===== config.mk =====
export PLATFORM = sky130hd
export DESIGN_NAME = pb_gesture_ctrl
export DESIGN_NICKNAME = d
export VERILOG_FILES = /design/src/rtl/pbg_pkg.sv /design/src/rtl/pbg_timer.sv /design/src/rtl/pbg_decode.sv /design/src/rtl/pb_gesture_ctrl.sv
export SDC_FILE = /design/constraint.sdc
export NUM_CORES = 1
export LEC_CHECK = 0
export ABC_AREA = 1
export BUFFER_PORTS_ARGS = -buffer_cell sky130_fd_sc_hd__buf_4
export CORE_UTILIZATION = 25
export DETAILED_ROUTE_END_ITERATION = 16
export GPL_TIMING_DRIVEN = 0
export MAX_ROUTING_LAYER = met4
export PLACE_DENSITY_LB_ADDON = 0.08
export SETUP_SLACK_MARGIN = 0.3
export SLEW_MARGIN = 20
export SYNTH_ARGS = -nofsm -noshare
export SYNTH_HDL_FRONTEND = slang
export SYNTH_SLANG_ARGS = --single-unit

===== constraint.sdc =====
create_clock -name clk -period 2.7 [get_ports clk]
set_input_delay 0.135 -clock clk [delete_from_list [all_inputs] [get_ports clk]]
set_output_delay 0.135 -clock clk [all_outputs]
set_load 0.1 [all_outputs]

===== src/rtl/pbg_pkg.sv =====
package pbg_pkg;
  localparam int CFG_W = 8;
  localparam logic [CFG_W-1:0] CFG_RESET = 8'h81;
  localparam int B_SHORT_RST = 0;
  localparam int B_CLRKEY    = 1;
  localparam int B_PWRDN     = 2;
  localparam int B_ALTBOOT   = 3;
  localparam int B_TAMPER    = 5;
  localparam int B_HOLD      = 6;
  localparam logic [CFG_W-1:0] SEQ_EN_MASK = 8'h0A;

  typedef struct packed {
    logic rst;
    logic erase;
    logic altboot;
    logic pwr_down;
    logic pwr_up;
    logic pb_irq;
    logic tamper_irq;
  } req_t;

  function automatic logic last_step(input int unsigned cnt, input int unsigned lim);
    return (cnt + 1) == lim;
  endfunction

  function automatic bit seq_enable_dropped(input logic [CFG_W-1:0] cur,
                                            input logic [CFG_W-1:0] nxt);
    return |(cur & ~nxt & SEQ_EN_MASK);
  endfunction
endpackage


===== src/rtl/pbg_timer.sv =====
module pbg_timer #(
  parameter int HOLD_MS = 700,
  parameter int LONG_MS = 1000,
  parameter int GAP_MS  = 700,
  parameter int CW      = 3
) (
  input  logic          clk,
  input  logic          rst_n,
  input  logic          tick_i,
  input  logic          btn_i,
  input  logic          abort_i,
  output logic          hold_ev_o,
  output logic          long_ev_o,
  output logic          quick_rel_o,
  output logic          fin_o,
  output logic [CW-1:0] fin_cnt_o
);
  import pbg_pkg::*;
  localparam int MAXT = (LONG_MS > GAP_MS) ? LONG_MS : GAP_MS;
  localparam int TW   = $clog2(MAXT + 1);
  localparam logic [CW-1:0] CNT_MAX = {CW{1'b1}};

  logic          btn_q, long_q, seq_q;
  logic [TW-1:0] hold_cnt, gap_cnt;
  logic [CW-1:0] press_cnt;
  logic          held, idle, rise, fall;

  assign held = btn_i & btn_q;
  assign idle = ~btn_i & ~btn_q;
  assign rise = btn_i & ~btn_q;
  assign fall = ~btn_i & btn_q;

  assign hold_ev_o   = held & tick_i & last_step(hold_cnt, HOLD_MS);
  assign long_ev_o   = held & tick_i & last_step(hold_cnt, LONG_MS);
  assign quick_rel_o = fall & ~long_q;
  assign fin_o       = seq_q & idle & tick_i & ~abort_i & last_step(gap_cnt, GAP_MS);
  assign fin_cnt_o   = press_cnt;

  always_ff @(posedge clk or negedge rst_n) begin
    if (!rst_n) begin
      btn_q    <= 1'b0;
      long_q   <= 1'b0;
      hold_cnt <= '0;
    end else begin
      btn_q <= btn_i;
      if (rise) begin
        hold_cnt <= '0;
        long_q   <= 1'b0;
      end else if (held && tick_i && hold_cnt != TW'(LONG_MS)) begin
        hold_cnt <= hold_cnt + 1'b1;
      end
      if (hold_ev_o) long_q <= 1'b1;
    end
  end

  always_ff @(posedge clk or negedge rst_n) begin
    if (!rst_n) begin
      press_cnt <= '0;
      seq_q     <= 1'b0;
      gap_cnt   <= '0;
    end else if (abort_i || fin_o) begin
      press_cnt <= '0;
      seq_q     <= 1'b0;
      gap_cnt   <= '0;
    end else if (quick_rel_o) begin
      if (press_cnt != CNT_MAX) press_cnt <= press_cnt + 1'b1;
      seq_q   <= 1'b1;
      gap_cnt <= '0;
    end else if (rise || fall) begin
      gap_cnt <= '0;
    end else if (seq_q && idle && tick_i) begin
      gap_cnt <= gap_cnt + 1'b1;
    end
  end

  AST_CNT_CLEARED: assert property (@(posedge clk) disable iff (!rst_n)
    fin_o |=> (press_cnt == '0)) else $error("count kept after finish");
  AST_LONG_NOT_COUNTED: assert property (@(posedge clk) disable iff (!rst_n)
    (fall && long_q && !abort_i && !fin_o) |=> $stable(press_cnt)) else $error("long press counted");
  AST_ABORT_CLEARS: assert property (@(posedge clk) disable iff (!rst_n)
    abort_i |=> (press_cnt == '0)) else $error("abort ignored");
endmodule


===== src/rtl/pbg_decode.sv =====
module pbg_decode #(
  parameter int CW = 3
) (
  input  logic [pbg_pkg::CFG_W-1:0] cfg_i,
  input  logic                      down_i,
  input  logic                      quick_rel_i,
  input  logic                      hold_ev_i,
  input  logic                      long_ev_i,
  input  logic                      fin_i,
  input  logic [CW-1:0]             fin_cnt_i,
  input  logic                      tamper_rel_i,
  output pbg_pkg::req_t             req_o
);
  import pbg_pkg::*;

  always_comb begin
    req_o = '0;
    if (down_i) begin
      req_o.pwr_up = quick_rel_i;
    end else begin
      if (fin_i) begin
        if (fin_cnt_i >= CW'(5)) begin
          req_o.altboot = cfg_i[B_ALTBOOT];
        end else if (fin_cnt_i == CW'(3)) begin
          req_o.erase  = cfg_i[B_CLRKEY];
          req_o.pb_irq = cfg_i[B_CLRKEY];
        end else if (fin_cnt_i == CW'(1)) begin
          req_o.rst    = cfg_i[B_SHORT_RST];
          req_o.pb_irq = ~cfg_i[B_SHORT_RST];
        end
      end
      if (hold_ev_i && cfg_i[B_HOLD]) req_o.pb_irq = 1'b1;
      if (long_ev_i && cfg_i[B_PWRDN]) begin
        req_o.pwr_down = 1'b1;
        req_o.pb_irq   = 1'b1;
      end
    end
    if (tamper_rel_i && cfg_i[B_TAMPER]) begin
      req_o.erase      = 1'b1;
      req_o.tamper_irq = 1'b1;
    end
  end
endmodule


===== src/rtl/pb_gesture_ctrl.sv =====
module pb_gesture_ctrl #(
  parameter int HOLD_MS = 700,
  parameter int LONG_MS = 1000,
  parameter int GAP_MS  = 700,
  parameter int CW      = 3
) (
  input  logic       clk,
  input  logic       rst_n,
  input  logic       tick_i,
  input  logic       btn_i,
  input  logic       tamper_i,
  input  logic       cfg_we_i,
  input  logic [7:0] cfg_wdata_i,
  output logic [7:0] cfg_o,
  output logic       rst_req_o,
  output logic       erase_req_o,
  output logic       altboot_req_o,
  output logic       pwr_down_o,
  output logic       pwr_up_o,
  output logic       pb_irq_o,
  output logic       tamper_irq_o
);
  import pbg_pkg::*;

  logic [CFG_W-1:0] cfg_q;
  logic             down_q, tamper_q;
  logic             hold_ev, long_ev, quick_rel, fin, tamper_rel, abort;
  logic [CW-1:0]    fin_cnt;
  req_t             req, req_q;

  assign tamper_rel = tamper_q & ~tamper_i;
  assign abort = (cfg_we_i && seq_enable_dropped(cfg_q, cfg_wdata_i)) || down_q;

  pbg_timer #(.HOLD_MS(HOLD_MS), .LONG_MS(LONG_MS), .GAP_MS(GAP_MS), .CW(CW)) u_timer (
    .clk(clk), .rst_n(rst_n), .tick_i(tick_i), .btn_i(btn_i), .abort_i(abort),
    .hold_ev_o(hold_ev), .long_ev_o(long_ev), .quick_rel_o(quick_rel),
    .fin_o(fin), .fin_cnt_o(fin_cnt));

  pbg_decode #(.CW(CW)) u_decode (
    .cfg_i(cfg_q), .down_i(down_q), .quick_rel_i(quick_rel), .hold_ev_i(hold_ev),
    .long_ev_i(long_ev), .fin_i(fin), .fin_cnt_i(fin_cnt), .tamper_rel_i(tamper_rel),
    .req_o(req));

  always_ff @(posedge clk or negedge rst_n) begin
    if (!rst_n) begin
      cfg_q    <= CFG_RESET;
      down_q   <= 1'b0;
      tamper_q <= 1'b0;
      req_q    <= '0;
    end else begin
      if (cfg_we_i) cfg_q <= cfg_wdata_i;
      tamper_q <= tamper_i;
      req_q    <= req;
      if (req.pwr_down)    down_q <= 1'b1;
      else if (req.pwr_up) down_q <= 1'b0;
    end
  end

  assign cfg_o         = cfg_q;
  assign rst_req_o     = req_q.rst;
  assign erase_req_o   = req_q.erase;
  assign altboot_req_o = req_q.altboot;
  assign pwr_down_o    = req_q.pwr_down;
  assign pwr_up_o      = req_q.pwr_up;
  assign pb_irq_o      = req_q.pb_irq;
  assign tamper_irq_o  = req_q.tamper_irq;

  AST_RST_SINGLE: assert property (@(posedge clk) disable iff (!rst_n)
    rst_req_o |=> !rst_req_o) else $error("reset pulse too long");
  AST_ALTBOOT_SINGLE: assert property (@(posedge clk) disable iff (!rst_n)
    altboot_req_o |=> !altboot_req_o) else $error("altboot pulse too long");
  AST_ALTBOOT_ALONE: assert property (@(posedge clk) disable iff (!rst_n)
    altboot_req_o |-> !rst_req_o && !pb_irq_o) else $error("altboot mixed");
  AST_ALTBOOT_EN: assert property (@(posedge clk) disable iff (!rst_n)
    altboot_req_o |-> $past(cfg_q[B_ALTBOOT])) else $error("altboot disabled");
  AST_PWRDN_EN: assert property (@(posedge clk) disable iff (!rst_n)
    pwr_down_o |-> $past(cfg_q[B_PWRDN]) && down_q) else $error("power-down wrong");
  AST_DOWN_QUIET: assert property (@(posedge clk) disable iff (!rst_n)
    $past(down_q) |-> !rst_req_o && !altboot_req_o) else $error("action while down");
  AST_PWRUP_LEAVES: assert property (@(posedge clk) disable iff (!rst_n)
    pwr_up_o |-> !down_q) else $error("still down after power-up");
  AST_TAMPER_ERASE: assert property (@(posedge clk) disable iff (!rst_n)
    tamper_irq_o |-> erase_req_o && $past(cfg_q[B_TAMPER])) else $error("tamper irq alone");
endmodule


-- Yosys cells after proc, flatten, opt, wreduce, memory -nomap -nowiden
Index checks and enable logic that the tools add are counted.
- register bits: 43
- input port bits: 14
- output and inout port bits: 15
- add/subtract/negate cells: 5
- $lt $le $gt $ge: 1
- equal/unequal tests: 7
- muxes and demuxes: 33
- bitwise logic cells: 21
- reduce and logical (&&, ||, !) cells: 19
- operator list (cell ; count):
    32-bit by 10-bit equality test with 1-bit output (second input constant) ; 3
    10-bit 2-to-1 mux ; 6
    10-bit by 1-bit adder with 11-bit output (second input constant) ; 2
    1-bit 2-to-1 mux ; 21
    10-bit by 1-bit adder with 10-bit output (second input constant) ; 2
    1-bit AND ; 13
    3-bit 2-to-1 mux ; 4
    10-bit inequality test (second input constant) ; 1
    2-bit nonzero test ; 5
    1-bit logical AND ; 8
    1-bit inverter ; 6
    4-bit AND ; 1
    4-bit 2-to-1 mux ; 1
    4-bit inverter ; 1
    4-bit nonzero test ; 1
    3-bit by 1-bit adder with 3-bit output (second input constant) ; 1
    3-bit by 1-bit equality test with 1-bit output (second input constant) ; 1
    3-bit by 2-bit equality test with 1-bit output (second input constant) ; 1
    3-bit greater-or-equal comparator (second input constant) ; 1
    1-bit logical OR ; 3
    3-bit inequality test (second input constant) ; 1
    2-bit 2-to-1 mux ; 1
    2-bit AND reduction ; 1
    2-bit OR reduction ; 1

-- Longest topological paths before layout
- word-level depth: 12
- depth in mapped cells: 13
- mapped depth without buffers: 13

-- Cells and area by module
From an unflattened synthesis, not the netlist that was laid out.
- cells, all modules: 311
- area, all modules: 2439.8 um^2
- by module, submodules not included (module ; times used ; cells each ; area an instance (um^2)):
    pbg_timer ; 1 ; 236 ; 1746.7
    pb_gesture_ctrl ; 1 ; 50 ; 581.8
    pbg_decode ; 1 ; 25 ; 111.4

-- Worst setup path after synthesis
No wires, ideal clock.
- path kind: reg2reg
- start: reg cfg_q[3], in the netlist cfg_o[3]
- end: reg u_timer.gap_cnt[0]
- data arrival time: 1684 ps
- data required time: 2622 ps
- path slack: 939 ps
- stages on the path, launching flop included: 9
- path buffers: 0
- clock period less this slack: 1761 ps
- cell sequence: dfrtp_1 nand3_1 nand3_1 nor2_1 nand2_1 nor2_2 nand3_2 nand3_4 a21oi_1
- longest elaborated chain between the ends: 9
- elaborated cells between the ends (all ways): 10
- classes of those cells: mux (1); bitwise (4); reduce/logical (5)
- ends and longest elaborated chain (what ; RTL line ; source):
    start, declared ; pb_gesture_ctrl.sv:25 ; logic [CFG_W-1:0] cfg_q;
    start signal, assigned ; pb_gesture_ctrl.sv:51 ; if (cfg_we_i) cfg_q <= cfg_wdata_i;
    4-bit AND (*) ; pbg_pkg.sv:28 ; return |(cur & ~nxt & SEQ_EN_MASK);
    2-bit OR reduction (*) ; pbg_pkg.sv:28 ;
    1-bit logical AND (*) ; pb_gesture_ctrl.sv:32 ; assign abort = (cfg_we_i && seq_enable_dropped(cfg_q, cfg_wdata_i)) || down_q;
    1-bit logical OR (*) ; pb_gesture_ctrl.sv:32 ;
    1-bit inverter ; pbg_timer.sv:36 ; assign fin_o = seq_q & idle & tick_i & ~abort_i & last_step(gap_cnt, GAP_MS);
    1-bit AND (2 in a row) ; pbg_timer.sv:36 ;
    1-bit logical OR (*) ; pbg_timer.sv:61 ; end else if (abort_i || fin_o) begin
    4-bit nonzero test (no source line) or 10-bit 2-to-1 mux (tied branches) ; - ;
    end signal, assigned ; pbg_timer.sv:72 ; gap_cnt <= gap_cnt + 1'b1;
    end, declared ; pbg_timer.sv:24 ; logic [TW-1:0] hold_cnt, gap_cnt;
Mark *: on every way between the ends. The rest lies on a longest branch, timed or not.
A chain may end at the register's enable or synchronous reset.

-- Final worst setup path
- start: in btn_i
- end: reg u_timer.gap_cnt[0]
- longest elaborated chain between the ends: 8
- elaborated cells between the ends (all ways): 17
- classes of those cells: mux (3); bitwise (9); reduce/logical (5)
- ends and longest elaborated chain (what ; RTL line ; source):
    start, declared ; pb_gesture_ctrl.sv:10 ; input logic btn_i,
    1-bit inverter ; pbg_timer.sv:29, pbg_timer.sv:31 ;
    1-bit AND ; pbg_timer.sv:29 ; assign idle = ~btn_i & ~btn_q;
    1-bit AND (4 in a row) ; pbg_timer.sv:36 ;
    1-bit logical OR ; pbg_timer.sv:61 ;
    4-bit nonzero test (no source line) or 10-bit 2-to-1 mux (tied branches) ; - ;
Several ways; a longest one is shown, not always the timed one.

==> load_flow_metrics.sql <==
INSERT INTO impl_metrics (metric_group, metric, value, unit) VALUES
('synthesis', 'synth_fp_nets', '335', ''),
('critical_path', 'r2r_start', 'u_timer.btn_q', ''),
('floorplanning', 'io_pins', '29', ''),
('synthesis', 'post_synth_xor_area_fraction', '1.40', '%'),
('cts', 'tritoncts', 'done', ''),
('grt', 'grt_start_max_net_pins', '44', ''),
('cts', 'clkLatencyLatePin', '0.30', 'ns'),
('critical_path', 'crit_type', 'input port to flip-flop', ''),
('timing', 'timing.slew.headroom', '55.9', '%'),
('synthesis', 'yosys-mux-area-fraction', '0', '%'),
('final_layout', 'insertedDiodeCount', '0', ''),
('synthesis', 'synth_cell_type_count', '26', ''),
('final_layout', 'total_number_of_nets_in_the_final_design', '372', ''),
('cts', 'postCtsHoldBufs', '3', ''),
('synthesis', 'netlist.area_leader.share', '42.6', '%'),
('detailed_routing', 'routed_wire_length_per_instance', '12.0', 'µm'),
('floorplanning', 'floorplan.die_area', '10000', 'µm²'),
('floorplanning', 'area_inside_the_core_boundary', '9280', 'µm²'),
('cts', 'cts_post_setup_buffers_inserted', '0', ''),
('final_layout', 'fillers', '1037', ''),
('synthesis', 'syn-cell-area', '2410', 'µm²'),
('critical_path', 'worst_setup_path_start_kind', 'input port', ''),
('synthesis', 'avgSynthCellArea', '7.82', 'µm²'),
('grt', 'groute.usage.overall', '12.8', '%'),
('power', 'fin_total_pwr', '1.52', 'mW'),
('critical_path', 'r2r.worst_path.cells', '7', ''),
('place', 'place.detailed.hpwl', '4180', 'µm'),
('synthesis', 'yosys_most_used_dff', 'dfrtp_1', ''),
('power', 'power_density', '528', 'nW/µm²'),
('final_layout', 'seq_area', '1080', 'µm²'),
('synthesis', 'synthAdderAreaFrac', '6.76', '%'),
('timing', 'final_min_period_over_clock_period', '76.5', '%'),
('critical_path', 'cpMaxStageDelayCell', 'dlygate4sd3_1', ''),
('synthesis', 'dominant_combinational_cell_family_by_area_after_synthesis', 'simple AND/OR/NAND/NOR gates', ''),
('synthesis', 'synth_compound_gate_area_share', '7.69', '%'),
('min_path', 'min-delay-path-class', 'input port to flip-flop', ''),
('timing', 'fin_setup_tns', '0', 'ns'),
('floorplanning', 'die_height', '100', 'µm'),
('grt', 'grt_pass1_wl', '9850', 'µm'),
('floorplanning', 'placement_rows', '35', ''),
('cts', 'cts_max_level', '2', ''),
('synthesis', 'ys_warn_count', '0', ''),
('grt', 'number_of_global_route_vias_before_repair', '2034', ''),
('critical_path', 'critPathMaxStageDelay', '0.55', 'ns'),
('critical_path', 'critPathMaxFanout', '8', ''),
('run_status', 'outcome', 'completed', ''),
('place', 'routabilityCongestion', '0.838', ''),
('synthesis', 'synthCells', '308', ''),
('grt', 'globalRoute.totalOverflow', '0', ''),
('final_layout', 'multi_input_comb_area', '1160', 'µm²'),
('power', 'static-leakage-power', '1.32', 'nW'),
('final_layout', 'summed_area_of_non_filler_cells_in_the_final_layout', '2890', 'µm²'),
('synthesis', 'synth.largest_area_cell', 'dfrtp_1', ''),
('timing', 'timing_worst_slew_pin_value', '0.659', 'ns'),
('synthesis', 'seq_area_frac_synth', '44.8', '%'),
('critical_path', 'timing.critical_path.arrival', '2.30', 'ns'),
('detailed_routing', 'wirelength', '5690', 'µm'),
('critical_path', 'setup.worst_path.end', 'u_timer.gap_cnt[0]', ''),
('cts', 'cts_max_path_buffers', '2', ''),
('synthesis', 'count_of_flip_flops_with_a_built_in_enable_after_synthesis', '0', ''),
('floorplanning', 'die-width', '100', 'µm'),
('timing', 'finalMaxSlewViolations', '0', ''),
('power', 'worst_ir_drop_on_vdd', '0.252', 'mV'),
('cts', 'clkSinkCount', '43', ''),
('detailed_routing', 'detailroute.via_count', '2029', ''),
('detailed_routing', 'drc', '0', ''),
('critical_path', 'setup.worst_path.end_class', 'flip-flop', ''),
('critical_path', 'reg2reg_to', 'u_timer.gap_cnt[0]', ''),
('synthesis', 'ys_seq_elements', '43', ''),
('job', 'maxcap_violations', '0', ''),
('detailed_routing', 'drt_iter0_drc', '85', '');
==> cell usage after synthesis (all sizes together) (3+ instances only) <==
library cell / count
o22ai: 6
nand2: 81
a22oi: 3
dfrtp: 41
or2: 4
nor2: 40
a21oi: 13
nor3: 4
ha: 13
inv: 40
o21ai: 12
nand4: 11
nand3: 30
==> cell usage in the layout (no fill, tap or decap), types with 2 or more instances in the layout <==
master and instances:
nor2_4 2, a21oi_1 13, nand3_2 2, dfstp_2 2, a22oi_1 3, nand2_2 2, nand2_1 79, buf_4 27
inv_1 40, nand4_1 11, or2_2 4, xor2_1 2, buf_2 2, dfrtp_1 41, dlygate4sd3_1 3, clkinv_2 3
nor2_1 34, nand3_1 27, o21ai_0 11, clkinv_1 2, nor2_2 4, clkbuf_8 5, nor3_1 3, o22ai_1 6
ha_1 13
==> how the worst min path moves through the flow <==
| stage | cells past startpoint | slack, ns | end | start |
|---|---|---|---|---|
| after floorplan | 0 | -0.16 | altboot_req_o | rst_n |
| after global placement | 1 | 0.19 | u_timer.gap_cnt[8] | rst_n |
| after detailed placement | 1 | 0.19 | u_timer.gap_cnt[8] | rst_n |
| after CTS | 3 | 0.02 | cfg_o[5] | cfg_wdata_i[5] |
| after global routing | 3 | 0.04 | cfg_o[2] | cfg_wdata_i[2] |
| final | 3 | 0.03 | cfg_o[5] | cfg_wdata_i[5] |
==> flip-flops by register name (all words and copies together), names as in the netlist <==
| signal | count |
|---|---|
| u_timer.hold_cnt | 10 |
| u_timer.long_q | 1 |
| pwr_up_o | 1 |
| cfg_o | 8 |
| pwr_down_o | 1 |
| u_timer.seq_q | 1 |
| u_timer.fin_cnt_o | 3 |
| u_timer.gap_cnt | 10 |
| u_timer.btn_q | 1 |
| down_q | 1 |
| rst_req_o | 1 |
| erase_req_o | 1 |
| tamper_q | 1 |
| pb_irq_o | 1 |
| altboot_req_o | 1 |
| tamper_irq_o | 1 |
==> final cells by class <==
class                      instances  area share (%)
buffer                             3           0.477
timing repair buffer              30            8.07
multi-input combinational        220            40.1
sequential                        43            37.4
tap                              129            5.59
inverter                          42            5.46
clock buffer                       5            2.39
clock inverter                     3           0.520
==> where the power goes <==
group,switching [mW],internal (mW),total (mW)
clock,0.232,0.178,0.410
combinational,0.263,0.102,0.366
sequential,0.0495,0.697,0.747
==> metal layers <==
metal	part of all wire, %	global-route usage, %	up-vias
met4	1.2	3.57	0
met3	3.6	2.37	7
met1	52	16.9	916
li1	-	-	1067
met2	44	20.0	39
met5	0	-	-
==> through the flow <==
step | cells | worst slack (ns) | util [%] | hold WS, ns
finish | 475 | 0.634 | 31.1 | 0.0337
global route | 475 | 0.403 | 31.1 | 0.0389
CTS | 475 | 0.632 | 31.1 | 0.0239
detailed placement | 464 | 0.763 | 29.9 | 0.187
global placement | 464 | 0.737 | 29.9 | 0.187
floorplan | 308 | 0.939 | - | -0.161
==> cells by family after synthesis <==
logic type | Yosys count
XOR/XNOR | 3
buffers and inverters | 45
flip-flops | 43
adder cells (fa/ha/maj) | 13
AO/OA/AOI/OAI | 34
AND/OR/NAND/NOR | 170
==> critical path, delay by kind of cell <==
family                   cells  cell delay (ns)
adder cells (fa/ha/maj)      1             0.14
AND/OR/NAND/NOR              3             0.97
AO/OA/AOI/OAI                1             0.12
buffers and inverters        4             0.93
No activity file was read; power rests on OpenSTA's default activity.
